File: config.mk
export PLATFORM = sky130hd
export DESIGN_NAME = dat_timeout_unit
export DESIGN_NICKNAME = d
export VERILOG_FILES = /design/src/rtl/dto_pkg.sv /design/src/rtl/dto_event_decode.sv /design/src/rtl/dto_limit.sv /design/src/rtl/dat_timeout_unit.sv
export SDC_FILE = /design/constraint.sdc
export NUM_CORES = 1
export LEC_CHECK = 0
export ABC_AREA = 0
export BUFFER_PORTS_ARGS = -buffer_cell sky130_fd_sc_hd__buf_2
export CAP_MARGIN = 30
export CORE_ASPECT_RATIO = 0.5
export CORE_MARGIN = 2
export CORE_UTILIZATION = 56
export DETAILED_ROUTE_END_ITERATION = 8
export PLACE_DENSITY = 0.82
export SLEW_MARGIN = 40
export SYNTH_ARGS = -nofsm -noshare
export SYNTH_HDL_FRONTEND = slang
export SYNTH_HIERARCHICAL = 1
export SYNTH_SLANG_ARGS = --single-unit
File: constraint.sdc
create_clock -name clk -period 2.6 [get_ports clk]
set_clock_uncertainty 0.05 [all_clocks]
set_input_delay 0.39 -clock clk [delete_from_list [all_inputs] [get_ports clk]]
set_output_delay 0.39 -clock clk [all_outputs]
set_load 0.005 [all_outputs]
File: src/rtl/dto_pkg.sv
package dto_pkg;
    typedef enum logic [1:0] {
        W_NONE = 2'd0,
        W_READ = 2'd1,
        W_BUSY = 2'd2,
        W_CRC  = 2'd3
    } wait_e;
endpackage

File: src/rtl/dto_event_decode.sv
module dto_event_decode
    import dto_pkg::*;
(
    input  wait_e kind_q,
    input  logic  rd_start,
    input  logic  busy_start,
    input  logic  crc_start,
    input  logic  rd_seen,
    input  logic  busy_gone,
    input  logic  crc_seen,
    output logic  start_any,
    output wait_e start_kind,
    output logic  stop_hit
);
    // fixed start priority: read, then busy, then CRC status
    always_comb begin
        start_any  = rd_start | busy_start | crc_start;
        start_kind = W_NONE;
        if (rd_start)        start_kind = W_READ;
        else if (busy_start) start_kind = W_BUSY;
        else if (crc_start)  start_kind = W_CRC;
    end

    // only the stop belonging to the running kind counts
    always_comb begin
        unique case (kind_q)
            W_READ:  stop_hit = rd_seen;
            W_BUSY:  stop_hit = busy_gone;
            W_CRC:   stop_hit = crc_seen;
            default: stop_hit = 1'b0;
        endcase
    end
endmodule

File: src/rtl/dto_limit.sv
module dto_limit #(
    parameter int BASE_EXP = 13,
    parameter int MAX_CODE = 14,
    parameter int CODE_W   = 4,
    parameter int CNT_W    = BASE_EXP + MAX_CODE + 1
) (
    input  logic [CODE_W-1:0] code_in,
    input  logic [CODE_W-1:0] code_q,
    input  logic [CNT_W-1:0]  cnt_q,
    output logic [CODE_W-1:0] code_clamped,
    output logic [CNT_W-1:0]  last_val,
    output logic              at_last
);
    localparam logic [CODE_W-1:0] CODE_CAP = CODE_W'(MAX_CODE);
    localparam logic [CNT_W-1:0]  ONE      = {{(CNT_W-1){1'b0}}, 1'b1};

    always_comb begin
        code_clamped = (code_in > CODE_CAP) ? CODE_CAP : code_in;
        last_val     = (ONE << (BASE_EXP + int'(code_q))) - ONE;
        at_last      = (cnt_q == last_val);
    end
endmodule

File: src/rtl/dat_timeout_unit.sv
module dat_timeout_unit
    import dto_pkg::*;
#(
    parameter int BASE_EXP = 13,
    parameter int MAX_CODE = 14,
    parameter int CODE_W   = 4
) (
    input  logic              clk,
    input  logic              rst_n,
    input  logic [CODE_W-1:0] tmo_code,
    input  logic              tick_en,
    input  logic              rd_start,
    input  logic              busy_start,
    input  logic              crc_start,
    input  logic              rd_seen,
    input  logic              busy_gone,
    input  logic              crc_seen,
    input  logic              err_clr,
    input  logic              dat_sreset,
    output logic              tmo_err
);
    localparam int CNT_W = BASE_EXP + MAX_CODE + 1;

    typedef struct packed {
        wait_e             kind;
        logic [CODE_W-1:0] code;
        logic [CNT_W-1:0]  cnt;
        logic              err;
    } state_t;

    state_t st_d, st_q;

    logic              start_any, stop_hit, at_last;
    wait_e             start_kind;
    logic [CODE_W-1:0] code_clamped;
    logic [CNT_W-1:0]  last_val;

    dto_event_decode u_dec (
        .kind_q     (st_q.kind),
        .rd_start   (rd_start),
        .busy_start (busy_start),
        .crc_start  (crc_start),
        .rd_seen    (rd_seen),
        .busy_gone  (busy_gone),
        .crc_seen   (crc_seen),
        .start_any  (start_any),
        .start_kind (start_kind),
        .stop_hit   (stop_hit)
    );

    dto_limit #(
        .BASE_EXP (BASE_EXP),
        .MAX_CODE (MAX_CODE),
        .CODE_W   (CODE_W),
        .CNT_W    (CNT_W)
    ) u_lim (
        .code_in      (tmo_code),
        .code_q       (st_q.code),
        .cnt_q        (st_q.cnt),
        .code_clamped (code_clamped),
        .last_val     (last_val),
        .at_last      (at_last)
    );

    always_comb begin
        st_d = st_q;
        if (err_clr) st_d.err = 1'b0;
        if (start_any) begin
            st_d.kind = start_kind;
            st_d.code = code_clamped;
            st_d.cnt  = '0;
        end else if (st_q.kind != W_NONE) begin
            if (stop_hit) begin
                st_d.kind = W_NONE;
                st_d.cnt  = '0;
            end else if (tick_en) begin
                if (at_last) begin
                    st_d.err  = 1'b1;
                    st_d.kind = W_NONE;
                    st_d.cnt  = '0;
                end else begin
                    st_d.cnt = st_q.cnt + 1'b1;
                end
            end
        end
        if (dat_sreset) begin
            st_d.kind = W_NONE;
            st_d.cnt  = '0;
            st_d.err  = 1'b0;
        end
    end

    always_ff @(posedge clk or negedge rst_n) begin
        if (!rst_n) begin
            st_q.kind <= W_NONE;
            st_q.code <= '0;
            st_q.cnt  <= '0;
            st_q.err  <= 1'b0;
        end else begin
            st_q <= st_d;
        end
    end

    assign tmo_err = st_q.err;

    assert_code_bounded_R3: assert property (@(posedge clk) disable iff (!rst_n)
        st_q.code <= CODE_W'(MAX_CODE));

    assert_cnt_in_window_R2: assert property (@(posedge clk) disable iff (!rst_n)
        st_q.cnt <= last_val);

    assert_err_needs_tick_R2: assert property (@(posedge clk) disable iff (!rst_n)
        $rose(tmo_err) |-> $past(tick_en && st_q.kind != W_NONE));

    assert_hold_without_tick_R4: assert property (@(posedge clk) disable iff (!rst_n)
        (st_q.kind != W_NONE && !tick_en && !start_any && !dat_sreset && !stop_hit)
        |=> $stable(st_q.cnt));

    assert_stop_ends_wait_R6: assert property (@(posedge clk) disable iff (!rst_n)
        (stop_hit && !start_any) |=> (st_q.kind == W_NONE && !$rose(tmo_err)));

    assert_err_sticky_R8: assert property (@(posedge clk) disable iff (!rst_n)
        (tmo_err && !err_clr && !dat_sreset) |=> tmo_err);

    assert_sreset_clears_R9: assert property (@(posedge clk) disable iff (!rst_n)
        dat_sreset |=> (!tmo_err && st_q.kind == W_NONE));
endmodule

==> load_flow_metrics.sql, run 1 <==
INSERT INTO impl_metrics (metric_group, metric, value, unit) VALUES
('finish', 'area_growth_from_synthesis_to_layout', '26.87', '%'),
('clock_tree', 'cts.reportedPaths.clkPinSlew', '0.08', 'ns'),
('global_route', 'vias_in_the_first_global_route', '2626', ''),
('place', 'place.port_buffers', '15', ''),
('clock_tree', 'cts.hold.buffers_added', '0', ''),
('critical_path', 'timing.critical_path.cells', 'buf_4 -> nand4b_1 -> a31oi_1 -> a211oi_2 -> nand4_1 -> nor4_4 -> or3_4 -> o32ai_4 -> buf_12 -> buf_4 -> nand2b_1 -> o41ai_2', ''),
('sta', 'final_hold_viol_count', '20', ''),
('sta', 'timing.final.crit_period', '2.808', 'ns'),
('finish', 'layout.cells.most_common', 'sky130_fd_sc_hd__buf_4', ''),
('yosys', 'synthesis.yosys.warnings', '6', ''),
('sta', 'finalSetupViolations', '29', ''),
('clock_tree', 'ctsHtreeMaxLevel', '2', ''),
('run_status', 'run_status', 'finished, violations left', ''),
('sta', 'setup_ws', '-0.2075', 'ns'),
('routing', 'drtIter0Drc', '328', ''),
('sta', 'max_slew_headroom', '61.70', '%'),
('pwr', 'leakage', '0.001361', 'uW'),
('clock_tree', 'numCtsBuffers', '5', ''),
('sta', 'max_freq', '0.3562', 'GHz'),
('finish', 'register_cell_area_after_layout', '878.3', 'um^2'),
('global_route', 'grt_first_pass_wirelength', '12.96', 'mm'),
('yosys', 'netlist_area', '2696', 'um^2'),
('die', 'start_util', '59.79', '%'),
('sta', 'hold-worst-slack', '-0.01310', 'ns'),
('finish', 'diodes', '0', ''),
('pwr', 'worst_ir_drop_vdd', '242.3', 'uV'),
('place', 'dp_hpwl', '5.556', 'mm'),
('critical_path', 'end_kind', 'flop', ''),
('finish', 'finish.utilization', '75.86', '%'),
('critical_path', 'critPathLaunchType', 'flop', ''),
('clock_tree', 'clock_path_buffers', '2', ''),
('clock_tree', 'cts_num_sinks', '35', ''),
('critical_path', 'cp_slowest_stage_delay', '0.43', 'ns'),
('sta', 'worst_slew_pin_slew', '0.5707', 'ns'),
('yosys', 'syn_inst', '310', ''),
('finish', 'multiInputGateArea', '1782', 'um^2'),
('finish', 'finalNetCount', '377', ''),
('global_route', 'grt_remaining_overflow', '0', ''),
('die', 'die_h', '53.07', 'um'),
('routing', 'num_vias', '2909', ''),
('pwr', 'switching_power', '368.1', 'uW'),
('global_route', 'grt.total_usage', '31.80', '%'),
('die', 'die_w', '102.1', 'um'),
('critical_path', 'cpMostUsedCell', 'sky130_fd_sc_hd__buf_4', ''),
('die', 'fp_rows', '17', ''),
('clock_tree', 'cts.root.buffer_cell', 'sky130_fd_sc_hd__clkbuf_8', ''),
('routing', 'drt_drc_violations_left', '0', ''),
('pwr', 'power_density', '363.3', 'nW/um^2'),
('clock_tree', 'clk-insertion-delay-late', '0.30', 'ns'),
('die', 'design.portCount', '16', ''),
('finish', 'most-common-layout-cells', '42 x sky130_fd_sc_hd__buf_4, 33 x sky130_fd_sc_hd__dfrtp_1, 15 x sky130_fd_sc_hd__nor2_1', ''),
('sta', 'finalSetupTns', '-3.481', 'ns'),
('global_route', 'grt_max_degree', '36', ''),
('pwr', 'seq_pwr_share', '45.2', '%'),
('sta', 'rsz_0062_raised_after_global_routing', 'true', ''),
('critical_path', 'crit_type', 'reg2reg', ''),
('clock_tree', 'cts_tree', 'done', ''),
('place', 'gp_routability_congestion', '1.027', ''),
('yosys', 'syn_avg_cell_area', '8.698', 'um^2'),
('run', 'timing.max_cap.violations', '0', ''),
('critical_path', 'worst_ep_required_time', '2.73', 'ns'),
('pwr', 'sw_frac_of_total', '29.61', '%'),
('die', 'die_outline_area', '5420', 'um^2'),
('routing', 'routed_wl', '8.447', 'mm'),
('sta', 'maxSlewViolCount', '0', ''),
('run_status', 'failed_checks', 'hold timing, setup timing', ''),
('global_route', 'grt_antenna_before_repair', '0', ''),
('finish', 'n_fill_cell', '302', ''),
('sta', 'finalCritPeriodShare', '108.0', '%'),
('routing', 'final_antenna_net_count', '0', ''),
('pwr', 'p_int', '874.8', 'uW'),
('routing', 'firstDrtPassIters', '5', ''),
('critical_path', 'critical_path_at', '2.94', 'ns'),
('pwr', 'share_comb_of_total_power', '19.1', '%'),
('die', 'floorplan.core_area', '4509', 'um^2'),
('finish', 'drive_gt1_share', '32.13', '%'),
('worst_hold_path', 'hold_path.class', 'in2async', ''),
('pwr', 'clock_power_share', '35.7', '%'),
('routing', 'avgRoutedWirePerCell', '19.78', 'um'),
('critical_path', 'critical_path.slowest_cell', 'sky130_fd_sc_hd__dfrtp_2', ''),
('critical_path', 'worst-path-max-fanout', '17', ''),
('routing', 'via_per_inst', '6.813', '');
-- metal layers --
layer	global-route usage, %	part of all wire, %	vias up
li1	-	-	1300
met1	41.32	40	1371
met2	53.40	47	197
met3	6.341	11	41
met4	11.56	3.2	0
met5	0	0	-
-- worst max-delay path, delay by kind of cell (launching register included) --
family / cells / cell delay, ns
AOI/OAI and AO/OA: 4 / 0.85
buffers and inverters: 3 / 0.52
DFF: 1 / 0.43
and+or+nand+nor: 5 / 0.84
-- power by group through the flow --
stage                     Combinational, uW  Clock [uW]  Sequential, uW
after floorplan                         130           0             568
after global placement                  182           0             571
after detailed placement                189           0             572
after CTS                               210         447             562
after global routing                    252         469             562
final                                   238         443             562
-- flip-flops by register name, summed over array words and instances, names as in the netlist --
name,flops
st_q,34
tmo_err,1
-- layout make-up --
type	count	share of cell area (%)
Clock buffer	6	2.414
Clock inverter	2	0.4755
Inverter	11	1.207
Multi-Input combinational cell	239	52.08
Sequential cell	35	25.68
Tap cell	66	2.414
Timing Repair Buffer	68	15.73
-- path summary, 6_finish.rpt --
| check | end | cells past startpoint | start | slack, ns |
|---|---|---|---|---|
| max reg2reg | st_q[26] | 12 | st_q[32] | -0.21 |
| min reg2reg | tmo_err | 2 | tmo_err | 0.47 |
| max | st_q[26] | 12 | st_q[32] | -0.21 |
| max in group asynchronous | st_q[31] | 1 | rst_n | 2.16 |
| min | st_q[33] | 1 | rst_n | -0.01 |
| min in group clk | tmo_err | 2 | dat_sreset | 0.28 |
-- through the flow --
step / cells / cell area (um^2) / hold WS (ns) / worst slack [ns] / power [uW]
after floorplan: 311 / 2743 / 0.04441 / -0.06399 / 698.7
after global placement: 411 / 3100 / 0.4415 / -0.1446 / 753.1
after detailed placement: 411 / 3100 / 0.4522 / -0.2565 / 761.2
after CTS: 422 / 3349 / 0.1512 / -0.1678 / 1219
after global routing: 427 / 3421 / 0.01565 / -0.3427 / 1283
final: 427 / 3421 / -0.01310 / -0.2075 / 1243
-- repair_timing --
item,4_1_cts,5_1_grt
resized for setup,33,15
cloned,0,0
endpoints found under the setup margin,29,29
setup buffers,3,5
pin swaps,1,9
No activity file was read; power rests on OpenSTA's default activity.
==> run 2: changes to the inputs <==
--- a/config.mk
+++ b/config.mk
@@ -11,6 +11,7 @@
 export CORE_ASPECT_RATIO = 0.5
 export CORE_MARGIN = 2
 export CORE_UTILIZATION = 56
+export CTS_BUF_LIST = sky130_fd_sc_hd__clkbuf_16
 export DETAILED_ROUTE_END_ITERATION = 8
 export PLACE_DENSITY = 0.82
 export SLEW_MARGIN = 40
==> run 2 against run 1 <==
- the flow finishes with violations (setup timing)
- core utilization is 3.0 points higher
- clock-buffer cell count shrank 1
- die area is the same
- fmax is 4.9% lower
- worst setup slack worse by 0.15 ns
- power is 14% higher
==> load_flow_metrics.sql, run 2 (synthesis gave the netlist of run 1 again) <==
INSERT INTO impl_metrics (metric_group, metric, value, unit) VALUES
('die', 'die_outline_area', '5420', 'um^2'),
('clock_tree', 'cts.reportedPaths.clkPinSlew', '0.06', 'ns'),
('finish', 'drive_gt1_share', '33.88', '%'),
('sta', 'max_slew_headroom', '56.55', '%'),
('sta', 'rsz_0062_raised_after_global_routing', 'true', ''),
('routing', 'firstDrtPassIters', '6', ''),
('critical_path', 'end_kind', 'flop', ''),
('critical_path', 'r2r.worst_path.cells', '13', ''),
('place', 'place.port_buffers', '15', ''),
('place', 'dp_hpwl', '5.556', 'mm'),
('finish', 'finalNetCount', '382', ''),
('sta', 'finalCritPeriodShare', '113.6', '%'),
('die', 'fp_rows', '17', ''),
('finish', 'postLayoutCellArea', '3557', 'um^2'),
('die', 'floorplan.core_area', '4509', 'um^2'),
('sta', 'finalSetupTns', '-8.372', 'ns'),
('critical_path', 'timing.reg2reg.setup_slack', '-0.35', 'ns'),
('finish', 'n_fill_cell', '259', ''),
('critical_path', 'cp_slowest_stage_delay', '0.40', 'ns'),
('finish', 'max_reg_flops', '34', ''),
('critical_path', 'critical_path_stages', '13', ''),
('routing', 'via_per_inst', '7.157', ''),
('critical_path', 'cpMostUsedCell', 'sky130_fd_sc_hd__buf_4', ''),
('die', 'die_h', '53.07', 'um'),
('global_route', 'grt_max_degree', '36', ''),
('critical_path', 'critical_path.slowest_cell', 'sky130_fd_sc_hd__dfrtp_1', ''),
('critical_path', 'critical_path_at', '3.05', 'ns'),
('sta', 'finalSetupViolations', '30', ''),
('sta', 'worst_slew_pin_slew', '0.6494', 'ns'),
('global_route', 'grt_antenna_before_repair', '0', ''),
('critical_path', 'cp_top_family', 'simple AND/OR/NAND/NOR gates', ''),
('finish', 'diodes', '0', ''),
('critical_path', 'critPathLaunchType', 'flop', ''),
('critical_path', 'crit-reg2reg-capture', 'st_q[22]', ''),
('global_route', 'grt_first_pass_wirelength', '14.06', 'mm'),
('finish', 'registers.top_by_ff_count', 'st_q', ''),
('die', 'design.portCount', '16', ''),
('critical_path', 'regToRegStartpoint', 'st_q[31]', ''),
('critical_path', 'crit_type', 'reg2reg', ''),
('die', 'start_util', '59.79', '%'),
('run', 'timing.max_cap.violations', '0', ''),
('sta', 'final_hold_viol_count', '0', ''),
('routing', 'routed_wl', '9.659', 'mm'),
('finish', 'layout.cells.most_common', 'sky130_fd_sc_hd__buf_4', ''),
('finish', 'most-common-layout-cells', '48 x sky130_fd_sc_hd__buf_4, 34 x sky130_fd_sc_hd__dfrtp_1, 15 x sky130_fd_sc_hd__nor2_1, 15 x sky130_fd_sc_hd__nand2_1, 14 x sky130_fd_sc_hd__buf_2', ''),
('global_route', 'grt_remaining_overflow', '0', ''),
('global_route', 'grt.total_usage', '34.68', '%'),
('sta', 'setup_ws', '-0.3533', 'ns'),
('finish', 'area_growth_from_synthesis_to_layout', '31.93', '%'),
('clock_tree', 'cts.root.buffer_cell', 'sky130_fd_sc_hd__clkbuf_16', ''),
('critical_path', 'timing.critical_path.buf_inv', '5', ''),
('sta', 'max_freq', '0.3386', 'GHz'),
('place', 'place_area', '3100', 'um^2'),
('place', 'preCtsSetupSlack', '-0.2565', 'ns'),
('routing', 'avgRoutedWirePerCell', '22.36', 'um'),
('finish', 'stdcell_count', '432', ''),
('die', 'die_w', '102.1', 'um'),
('place', 'dp_cells', '411', ''),
('clock_tree', 'ctsHtreeMaxLevel', '2', ''),
('critical_path', 'timing.critical_path.cells', 'buf_4 -> buf_4 -> inv_1 -> o2111ai_1 -> a311oi_1 -> nand4_1 -> nor4_4 -> or3_4 -> o32ai_4 -> buf_6 -> buf_16 -> o311ai_0 -> o41ai_2', ''),
('clock_tree', 'clock_path_buffers', '2', ''),
('clock_tree', 'cts_num_sinks', '35', ''),
('sta', 'maxSlewViolCount', '0', ''),
('routing', 'drt_drc_violations_left', '0', ''),
('clock_tree', 'numCtsBuffers', '5', ''),
('critical_path', 'worst_ep_required_time', '2.70', 'ns'),
('run_status', 'run_status', 'finished, violations left', ''),
('pwr', 'leakage', '0.001423', 'uW'),
('place', 'gp_routability_congestion', '1.027', ''),
('pwr', 'worst_ir_drop_vdd', '247.9', 'uV'),
('worst_hold_path', 'hold_path.class', 'in2async', ''),
('pwr', 'power_density', '398.3', 'nW/um^2'),
('critical_path', 'worst-path-max-fanout', '9', ''),
('routing', 'drtIter0Drc', '403', ''),
('clock_tree', 'clk-insertion-delay-late', '0.28', 'ns'),
('routing', 'num_vias', '3092', ''),
('global_route', 'vias_in_the_first_global_route', '2768', ''),
('run_status', 'failed_checks', 'setup timing', ''),
('sta', 'timing.final.crit_period', '2.953', 'ns'),
('clock_tree', 'cts_tree', 'done', ''),
('clock_tree', 'cts.hold.buffers_added', '0', ''),
('routing', 'final_antenna_net_count', '0', '');
run 2: worst max path at each step:
stage | from | to | slack (ns)
global placement | st_q[32] | st_q[22] | -0.14
detailed placement | st_q[32] | st_q[22] | -0.26
finish | st_q[31] | st_q[22] | -0.35
floorplan | st_q[30] | st_q[14] | -0.06
global route | st_q[31] | st_q[24] | -0.47
CTS | st_q[30] | st_q[14] | -0.18
run 2: stage by stage:
stage / hold WS [ns] / util, % / power, uW
after floorplan: 0.04441 / - / 698.7
after global placement: 0.4415 / 68.76 / 753.1
after detailed placement: 0.4522 / 68.76 / 761.2
after CTS: 0.1769 / 75.75 / 1378
after global routing: 0.04689 / 78.88 / 1448
final: 0.007900 / 78.88 / 1417
run 2: area by class of cell:
cell class / instances / area, um^2 / share of cell area, %
Clock buffer: 5 / 125.1 / 3.517
Clock inverter: 3 / 20.02 / 0.5628
Inverter: 11 / 45.04 / 1.266
Multi-Input combinational cell: 239 / 1819 / 51.14
Sequential cell: 35 / 877.1 / 24.66
Tap cell: 66 / 82.58 / 2.321
Timing Repair Buffer: 73 / 588.1 / 16.53
run 2: repair_timing:
action                                 4_1_cts  5_1_grt
pin swaps                                    2       11
gates cloned                                 1        0
endpoints found under the hold margin        0        0
setup buffers                                7        5
gates resized for setup                     23       29
setup endpoints to repair                   29       30
run 2: per-layer routing:
| metal | vias up | share of wire (%) | GRT usage (%) |
|---|---|---|---|
| met1 | 1453 | 39 | 44.44 |
| li1 | 1302 | - | - |
| met4 | 0 | 5.9 | 13.78 |
| met3 | 81 | 10 | 8.719 |
| met5 | - | 0 | 0 |
| met2 | 256 | 45 | 57.02 |
run 2: where the power goes:
| part | internal, uW | switching [uW] |
|---|---|---|
| Sequential | 552 | 8.86 |
| Combinational | 113 | 145 |
| Clock | 353 | 245 |
| Total | 1020 | 399 |
